===== src/rtl/svc_wdog_pkg.sv =====
package svc_wdog_pkg;

  localparam int DATA_W   = 16;
  localparam int TMO_W    = 8;

  localparam int OFS_CTRL = 'h0;
  localparam int OFS_SVC  = 'h2;
  localparam int OFS_STAT = 'h4;
  localparam int OFS_PDN  = 'h8;

  localparam logic [DATA_W-1:0] KEY_FIRST  = 16'h5555;
  localparam logic [DATA_W-1:0] KEY_SECOND = 16'hAAAA;

  // Control register field positions
  localparam int BIT_PAUSE = 0;
  localparam int BIT_RUN   = 2;
  localparam int BIT_MASK  = 3;
  localparam int BIT_SWRN  = 4;
  localparam int TMO_LSB   = 8;

  typedef struct packed {
    logic             reload;
    logic             run;
    logic [TMO_W-1:0] loadVal;
    logic             pdnCancel;
  } dpCmd_t;

endpackage


===== src/rtl/svc_wdog_ctrl.sv =====
module svc_wdog_ctrl
  import svc_wdog_pkg::*;
#(
  parameter int ADDR_W = 4
) (
  input  logic              clk,
  input  logic              rstN,
  input  logic              busWe,
  input  logic [ADDR_W-1:0] busAddr,
  input  logic [DATA_W-1:0] busWdata,
  input  logic              lowPowerIn,
  input  logic              expired,
  output logic [DATA_W-1:0] busRdata,
  output dpCmd_t            cmd,
  output logic              swResetReq,
  output logic              resetMask
);

  localparam logic [ADDR_W-1:0] A_CTRL = ADDR_W'(OFS_CTRL);
  localparam logic [ADDR_W-1:0] A_SVC  = ADDR_W'(OFS_SVC);
  localparam logic [ADDR_W-1:0] A_STAT = ADDR_W'(OFS_STAT);
  localparam logic [ADDR_W-1:0] A_PDN  = ADDR_W'(OFS_PDN);

  logic [TMO_W-1:0] tmoQ;
  logic             maskQ, runQ, pauseQ, pauseLockQ, swReqQ, pdnEnQ, armedQ;
  logic             wrCtrl, wrSvc, wrPdn;
  logic             runRise, svcReload;
  logic             unusedBits;

  assign wrCtrl = busWe && (busAddr == A_CTRL);
  assign wrSvc  = busWe && (busAddr == A_SVC);
  assign wrPdn  = busWe && (busAddr == A_PDN);

  assign runRise   = wrCtrl && !runQ && busWdata[BIT_RUN];
  assign svcReload = wrSvc && armedQ && (busWdata == KEY_SECOND);

  assign unusedBits = ^{busWdata[7:5], busWdata[1]};

  always_ff @(posedge clk or negedge rstN) begin
    if (!rstN) begin
      tmoQ       <= '0;
      maskQ      <= 1'b0;
      runQ       <= 1'b0;
      pauseQ     <= 1'b0;
      pauseLockQ <= 1'b0;
      swReqQ     <= 1'b0;
      pdnEnQ     <= 1'b1;
      armedQ     <= 1'b0;
    end else begin
      if (wrCtrl) begin
        tmoQ  <= busWdata[TMO_LSB +: TMO_W];
        maskQ <= busWdata[BIT_MASK];
        runQ  <= runQ | busWdata[BIT_RUN];
        if (!pauseLockQ) begin
          pauseQ     <= busWdata[BIT_PAUSE];
          pauseLockQ <= 1'b1;
        end
        if (!busWdata[BIT_SWRN]) swReqQ <= 1'b1;
      end
      if (wrSvc) armedQ <= (busWdata == KEY_FIRST);
      if (wrPdn && !busWdata[0]) pdnEnQ <= 1'b0;
    end
  end

  always_comb begin
    cmd.reload    = svcReload || runRise;
    cmd.loadVal   = runRise ? busWdata[TMO_LSB +: TMO_W] : tmoQ;
    cmd.run       = runQ && !(pauseQ && lowPowerIn);
    cmd.pdnCancel = wrPdn && !busWdata[0];
  end

  always_comb begin
    busRdata = '0;
    case (busAddr)
      A_CTRL: busRdata = {tmoQ, 3'b000, 1'b1, maskQ, runQ, 1'b0, pauseQ};
      A_STAT: busRdata = {11'd0, ~expired, 2'b00, expired, 1'b0};
      A_PDN:  busRdata = {15'd0, pdnEnQ};
      default: busRdata = '0;
    endcase
  end

  assign swResetReq = swReqQ;
  assign resetMask  = maskQ;

  assert_run_sticky_R6: assert property (@(posedge clk) disable iff (!rstN)
    runQ |=> runQ);

  assert_pause_locked_R7: assert property (@(posedge clk) disable iff (!rstN)
    pauseLockQ |=> $stable(pauseQ));

  assert_swreq_sticky_R8: assert property (@(posedge clk) disable iff (!rstN)
    swReqQ |=> swReqQ);

  assert_pdn_no_reenable_R9: assert property (@(posedge clk) disable iff (!rstN)
    !pdnEnQ |=> !pdnEnQ);

endmodule


===== src/rtl/svc_wdog_dp.sv =====
module svc_wdog_dp
  import svc_wdog_pkg::*;
#(
  parameter int PDN_TICKS = 32
) (
  input  logic   clk,
  input  logic   rstN,
  input  logic   tickEn,
  input  dpCmd_t cmd,
  output logic   expired,
  output logic   pdnPulseN
);

  localparam int PDN_W = $clog2(PDN_TICKS + 1);
  localparam logic [PDN_W-1:0] PDN_LAST = PDN_W'(PDN_TICKS - 1);

  logic [TMO_W-1:0] cntQ;
  logic             expiredQ;
  logic [PDN_W-1:0] pdnCntQ;
  logic             pdnActQ, pulseQ;

  always_ff @(posedge clk or negedge rstN) begin
    if (!rstN) begin
      cntQ     <= '0;
      expiredQ <= 1'b0;
    end else if (cmd.reload) begin
      cntQ <= cmd.loadVal;
    end else if (tickEn && cmd.run && !expiredQ) begin
      if (cntQ == '0) expiredQ <= 1'b1;
      else            cntQ     <= cntQ - 1'b1;
    end
  end

  always_ff @(posedge clk or negedge rstN) begin
    if (!rstN) begin
      pdnCntQ <= '0;
      pdnActQ <= 1'b1;
      pulseQ  <= 1'b0;
    end else begin
      pulseQ <= 1'b0;
      if (cmd.pdnCancel) begin
        pdnActQ <= 1'b0;
      end else if (pdnActQ && tickEn) begin
        if (pdnCntQ == PDN_LAST) begin
          pulseQ  <= 1'b1;
          pdnActQ <= 1'b0;
        end else begin
          pdnCntQ <= pdnCntQ + 1'b1;
        end
      end
    end
  end

  assign expired   = expiredQ;
  assign pdnPulseN = !pulseQ;

  assert_expiry_sticky_R2: assert property (@(posedge clk) disable iff (!rstN)
    expiredQ |=> expiredQ);

  assert_no_rise_without_reload_R4: assert property (@(posedge clk) disable iff (!rstN)
    !cmd.reload |=> (cntQ <= $past(cntQ)));

  assert_frozen_when_halted_R7: assert property (@(posedge clk) disable iff (!rstN)
    (!cmd.run && !cmd.reload) |=> $stable(cntQ));

  assert_pulse_one_cycle_R9: assert property (@(posedge clk) disable iff (!rstN)
    pulseQ |=> !pulseQ);

endmodule


===== src/rtl/svc_watchdog.sv =====
module svc_watchdog
  import svc_wdog_pkg::*;
#(
  parameter int ADDR_W    = 4,
  parameter int PDN_TICKS = 32
) (
  input  logic              clk,
  input  logic              rstN,
  input  logic              busWe,
  input  logic [ADDR_W-1:0] busAddr,
  input  logic [15:0]       busWdata,
  output logic [15:0]       busRdata,
  input  logic              tickEn,
  input  logic              lowPowerIn,
  output logic              wdogResetReq,
  output logic              swResetReq,
  output logic              pdnPulseN
);

  dpCmd_t cmd;
  logic   expired, resetMask;

  svc_wdog_ctrl #(.ADDR_W(ADDR_W)) uCtrl (
    .clk(clk), .rstN(rstN), .busWe(busWe), .busAddr(busAddr),
    .busWdata(busWdata), .lowPowerIn(lowPowerIn), .expired(expired),
    .busRdata(busRdata), .cmd(cmd), .swResetReq(swResetReq),
    .resetMask(resetMask)
  );

  svc_wdog_dp #(.PDN_TICKS(PDN_TICKS)) uDp (
    .clk(clk), .rstN(rstN), .tickEn(tickEn), .cmd(cmd),
    .expired(expired), .pdnPulseN(pdnPulseN)
  );

  assign wdogResetReq = expired && !resetMask;

  assert_mask_blocks_request_R10: assert property (@(posedge clk) disable iff (!rstN)
    resetMask |-> !wdogResetReq);

endmodule


===== config.mk =====
export PLATFORM = sky130hd
export DESIGN_NAME = svc_watchdog
export DESIGN_NICKNAME = d
export VERILOG_FILES = /design/src/rtl/svc_wdog_pkg.sv /design/src/rtl/svc_wdog_ctrl.sv /design/src/rtl/svc_wdog_dp.sv /design/src/rtl/svc_watchdog.sv
export SDC_FILE = /design/constraint.sdc
export NUM_CORES = 1
export LEC_CHECK = 0
export BUFFER_PORTS_ARGS = -buffer_cell sky130_fd_sc_hd__buf_2
export CAP_MARGIN = 20
export CELL_PAD_IN_SITES_DETAIL_PLACEMENT = 0
export CELL_PAD_IN_SITES_GLOBAL_PLACEMENT = 1
export CORE_ASPECT_RATIO = 0.5
export CORE_UTILIZATION = 44
export DETAILED_ROUTE_END_ITERATION = 16
export PLACE_DENSITY = 0.95
export RECOVER_POWER = 25
export SYNTH_ARGS = -nofsm -noshare
export SYNTH_HDL_FRONTEND = slang
export SYNTH_SLANG_ARGS = --single-unit

===== constraint.sdc =====
create_clock -name clk -period 3.3 [get_ports clk]
set_input_delay 0.165 -clock clk [delete_from_list [all_inputs] [get_ports clk]]
set_output_delay 0.165 -clock clk [all_outputs]
set_load 0.005 [all_outputs]

Word level (Yosys, flattened, before mapping)
Index checks and enable logic that the tools add are counted.

storage, ports and cells
  flip-flop bits (word level) = 32
  input port bits = 25
  output and inout port bits = 19
  word-level logic and storage cells = 72

operators by class
  add/subtract/negate cells = 2
  equal/unequal tests = 7
  multiplexer cells = 11
  bitwise logic cells = 7
  reductions and logical operators = 32

operators with widths
  cell                  number
  $pmux 16 s3           1
  $mux 8                4
  $eq 16x15->1 const B  1
  $eq 16x16->1 const B  1
  $logic_and 1x1->1     14
  $logic_not 8->1       1
  $reduce_and 2->1      4
  $sub 8x1->8 const B   1
  $add 6x1->6 const B   1
  $eq 6x5->1 const B    1
  $logic_not 1->1       6
  $mux 1                6
  $not 1->1             6
  $reduce_and 3->1      2
  $reduce_bool 2->1     3
  $eq 4x2->1 const B    1
  $eq 4x3->1 const B    1
  $eq 4x4->1 const B    1
  $logic_not 4->1       1
  $ne 2x2->1 const B    1
  $logic_or 1x1->1      1
  $or 1x1->1            1

Longest topological paths before layout
  word-level depth = 7
  depth in mapped cells = 8
  gate-level depth less buffers = 7

Modules after synthesis
From an unflattened synthesis, not the netlist that was laid out.

second synthesis, totals
  cells, all modules = 189
  area, all modules = 1979.4 um^2

by module, submodules not included
  module         times used  cells each  area each (um^2)  seq. area each (um^2)
  svc_wdog_dp    1           105         1002.2            426.7
  svc_wdog_ctrl  1           83          963.4             376.6
  svc_watchdog   1           1           13.8              0.0

Worst setup path after synthesis
No wires, ideal clock.

  path type = reg-to-reg
  from = register uDp.cntQ[0]
  to = register uDp.cntQ[7]
  library setup time = 0.120 ns
  arrival time = 1.888 ns
  data required time = 3.180 ns
  path slack = 1.292 ns
  cell stages (with the launch flop) = 9
  cell sequence = dfrtp_1 -> inv_1 -> ha_1 -> nor4b_1 -> a2111oi_0 -> buf_2 -> nand4_1 -> and3_1 -> o211a_1

between the ends
  word-level cells in the longest chain between the ends = 4
  elaborated cells between the ends (all ways) = 7
  classes of those cells = 1 x add/sub; 1 x eq/ne; 3 x mux; 2 x reduce/logical

RTL lines
  element                 line               text
  from (decl)             svc_wdog_dp.sv:17  logic [TMO_W-1:0] cntQ;
  from (signal assigned)  svc_wdog_dp.sv:27  cntQ <= cmd.loadVal;
  from (signal assigned)  svc_wdog_dp.sv:30  else cntQ <= cntQ - 1'b1;
  $sub 8x1->8             svc_wdog_dp.sv:30
  $mux 8                  svc_wdog_dp.sv:29  if (cntQ == '0) expiredQ <= 1'b1;
  $mux 8                  svc_wdog_dp.sv:28  end else if (tickEn && cmd.run && !expiredQ) begin
  $mux 8                  svc_wdog_dp.sv:26  end else if (cmd.reload) begin

Several ways; a longest one is shown, not always the timed one. The select of a mux whose other input is x is not followed.
A chain may end at the register's enable or synchronous reset.

Worst setup path in the final report
Same ends and word-level chain as after synthesis.

==> results.sh <==
export IMPL_vias=1530
export IMPL_ir_worst_vdd_mv=0.1859
export IMPL_drt_iter0_markers=99
export IMPL_critPathCaptureType="flip-flop"
export IMPL_hpwl_um=3113
export IMPL_drive_above_1_share_pct=27.73
export IMPL_cp_data_required_time_ps=3480
export IMPL_critical_path_class="reg2reg"
export IMPL_worstMarginPinSlew_ps=1736
export IMPL_pwr_share_seq_pct=47.2
export IMPL_multi_input_area_sq_um=957.2
export IMPL_synth_compound_area_share_pct=9.733
export IMPL_r2r_start="uDp.cntQ[0]$_DFFE_PN0P_"
export IMPL_grt_overflow=0
export IMPL_track_usage_pct=20.17
export IMPL_antenna_found_initial=0
export IMPL_vias_per_cell=5.584
export IMPL_fin_ws_ps=1146
export IMPL_ys_async_sr_fraction_pct=100.0
export IMPL_tns_ps=0
export IMPL_insertion_delay_ps=290
export IMPL_areaGrowthSynthToFinish_pct=18.37
export IMPL_report_final_slew_viol_count=33
export IMPL_clk_path_buf_depth=2
export IMPL_synth_ff_type="dfrtp_1"
export IMPL_die_x_um=93.09
export IMPL_min_from="tickEn"
export IMPL_synth_top_family_by_area="simple AND/OR/NAND/NOR gates"
export IMPL_port_buffers=40
export IMPL_synth_xor_area_share_pct=3.838
export IMPL_synth_area_mux_share_pct=11.17
export IMPL_ys_seq_area_share_pct=44.00
export IMPL_dpl_cell_count=266
export IMPL_final_common_cell="buf_2"
export IMPL_regArea_sq_um=803.3
export IMPL_fp_row_count=16
export IMPL_hold_path_end="uDp.pdnActQ$_DFFE_PN1P_"
export IMPL_drtAntennaViolNets=0
export IMPL_rsz0062_at_grt="no"
export IMPL_h_tree_depth=2
export IMPL_hold_class="in2reg"
export IMPL_cp_arrival_ps=2330
export IMPL_diodes=0
export IMPL_synth_simple_area_share_pct=25.57
export IMPL_synth_edf_count=0
export IMPL_path_cells="inv_1, ha_1, nor4b_1, a2111oi_1, buf_4, or4_1, o211a_1"
export IMPL_yosysWarnings=0
export IMPL_clock_skew_ps=6.547
export IMPL_start_util_pct=46.29
export IMPL_p_sw_mw=0.3776
export IMPL_syn_cell_area_sq_mm=0.001826
export IMPL_hold_buffers=1
export IMPL_maxSlewHeadroom_pct=-15.75
export IMPL_timing_rr_end="uDp.cntQ[7]$_DFFE_PN0P_"
export IMPL_numCtsBuffers=5
export IMPL_synth_cell_types=51
export IMPL_worstPathBufferInverterCount=2
export IMPL_die_area_sq_mm=0.004426
export IMPL_ctsResizeCount=0
export IMPL_instances_no_fill=274
export IMPL_synth_avg_cell_area_sq_um=10.37
export IMPL_p_sw_share_pct=31.84
export IMPL_finalHoldViolCount=0
export IMPL_layout_common_cells="buf_2, dfrtp_1, nand2_1"
export IMPL_fmax_mhz=464.3
export IMPL_p_clk_share_pct=27.5
export IMPL_n_fill_cell=349
export IMPL_power_density_mw_per_mm2=548.7
export IMPL_min_period_over_period_pct=65.26
export IMPL_drtPass1Iterations=5
export IMPL_violations="max-capacitance violations, max-slew violations"
export IMPL_pin_count=44
export IMPL_grt_pass1_wl_um=6486
export IMPL_min_path_cells=2
export IMPL_synth_seq_cells=32
export IMPL_grt_max_degree=33
export IMPL_start_kind="flip-flop"
export IMPL_reg2reg_depth=7
export IMPL_cts_sinks=32
export IMPL_routedWlPerCell_um=15.47
export IMPL_setup_violations=0
export IMPL_core_sq_mm=0.003944
export IMPL_cp_top_family="simple AND/OR/NAND/NOR gates"
export IMPL_drc=0
export IMPL_synth_fa_ha_area_share_pct=2.056
export IMPL_cts_tree="done"
export IMPL_p_comb_share_pct=25.3
export IMPL_status="finished, violations left"
export IMPL_max_stage_delay_ps=470
export IMPL_cp_slowest_cell="nor4b_1"
export IMPL_cts_setup_buffers=0
export IMPL_clk_pin_slew_ps=70
export IMPL_routed_wirelength_um=4240
export IMPL_final_nets=248
export IMPL_die_y_um=47.55
export IMPL_p_int_mw=0.8081
export IMPL_first_global_vias=1390
export IMPL_place_ws_ps=1147
export IMPL_period_needed_ps=2154
export IMPL_place_congestion=0.8155
export IMPL_max_cap_violations=1
export IMPL_root_buffer="clkbuf_8"
export IMPL_cp_max_fo=11
export IMPL_rrSetupSlack_ps=1150
export IMPL_leakage_nw=1.021
export IMPL_synth_cells=176
cell usage after synthesis, drive strengths merged (2+ instances only):
cell     count  area (sq um)
or4          2         15.01
nand3        2         10.01
o21ai        8         40.03
inv          6         22.52
nor4         2         12.51
a31oi        2         12.51
nand4        7         43.79
dfrtp       30         750.7
nand3b       2         15.01
ha           3         37.54
dfstp        2         52.55
o311ai       2         25.03
xnor2        5         43.79
nor2        11         41.29
and4b        2         20.02
a2111oi      2         17.52
buf          6         36.28
or3          2         12.51
mux2i        8         80.08
and3         3         18.77
and2        11         68.82
xor2         3         26.28
nor4bb       4         40.04
a21oi        2         10.01
nor3         3         15.01
nand2       16         60.06
nor4b        2         23.77
mux2        11         123.9
sequential cells by signal, indices dropped and copies added, names as in the netlist:
register	cells
uCtrl.pdnEnQ	1
uDp.pdnActQ	1
uDp.pdnCntQ	6
uDp.expired	1
uCtrl.pauseQ	1
uCtrl.pauseLockQ	1
uCtrl.armedQ	1
uDp.pulseQ	1
uCtrl.tmoQ	8
uDp.cntQ	8
uCtrl.runQ	1
uCtrl.swResetReq	1
uCtrl.resetMask	1
routing by layer:
| layer | routed length [um] | track usage [%] | up-vias |
|---|---|---|---|
| met2 | 2112 | 36.03 | 33 |
| met1 | 1901 | 24.11 | 756 |
| met3 | 129 | 4.603 | 12 |
| li1 | - | - | 729 |
| met4 | 97 | 10.77 | 0 |
| met5 | 0 | 0 | - |
per-stage QoR:
step	area, sq um	utilization [%]	hold slack (ps)	total power [mW]
2_1_floorplan	1833	-	-130.6	0.7508
3_3_place_gp	2069	52.47	251.4	0.8440
3_5_place_dp	2069	52.47	255.2	0.8615
4_1_cts	2176	55.17	72.86	1.189
5_1_grt	2161	54.79	98.53	1.249
6_report	2161	54.79	78.24	1.186
cells by family after synthesis:
group           Yosys count
xor+xnor                  8
buf+inv                  13
compound gates           24
flops                    32
mux                      19
simple gates             76
other cells               1
fa+ha+maj                 3
power by group through the flow:
| stage | Clock [mW] | Sequential [mW] | Combinational, mW |
|---|---|---|---|
| after CTS | 0.327 | 0.558 | 0.304 |
| after global routing | 0.341 | 0.571 | 0.337 |
| final | 0.326 | 0.559 | 0.300 |
| after detailed placement | 0 | 0.563 | 0.298 |
| after global placement | 0 | 0.557 | 0.287 |
| after floorplan | 0 | 0.537 | 0.214 |
area by class of cell:
type                       instances  area share (%)
multi-input combinational        133           44.30
sequential                        32           37.17
inverter                           6           1.042
timing repair buffer              42           9.902
tap                               54           3.127
clock buffer                       7           4.459
worst max path at each step:
stage | end | start | cells after the start | slack (ps)
finish | uDp.cntQ[7]$_DFFE_PN0P_ | uDp.cntQ[0]$_DFFE_PN0P_ | 7 | 1150
CTS | uDp.cntQ[7]$_DFFE_PN0P_ | uDp.cntQ[0]$_DFFE_PN0P_ | 7 | 1140
global route | uDp.cntQ[7]$_DFFE_PN0P_ | uDp.cntQ[0]$_DFFE_PN0P_ | 7 | 1020
floorplan | uDp.cntQ[7]$_DFFE_PN0P_ | uDp.cntQ[0]$_DFFE_PN0P_ | 8 | 1290
global placement | uDp.cntQ[7]$_DFFE_PN0P_ | uDp.cntQ[0]$_DFFE_PN0P_ | 8 | 1300
detailed placement | uDp.cntQ[7]$_DFFE_PN0P_ | uDp.cntQ[0]$_DFFE_PN0P_ | 7 | 1150
No activity file was read; power rests on OpenSTA's default activity.
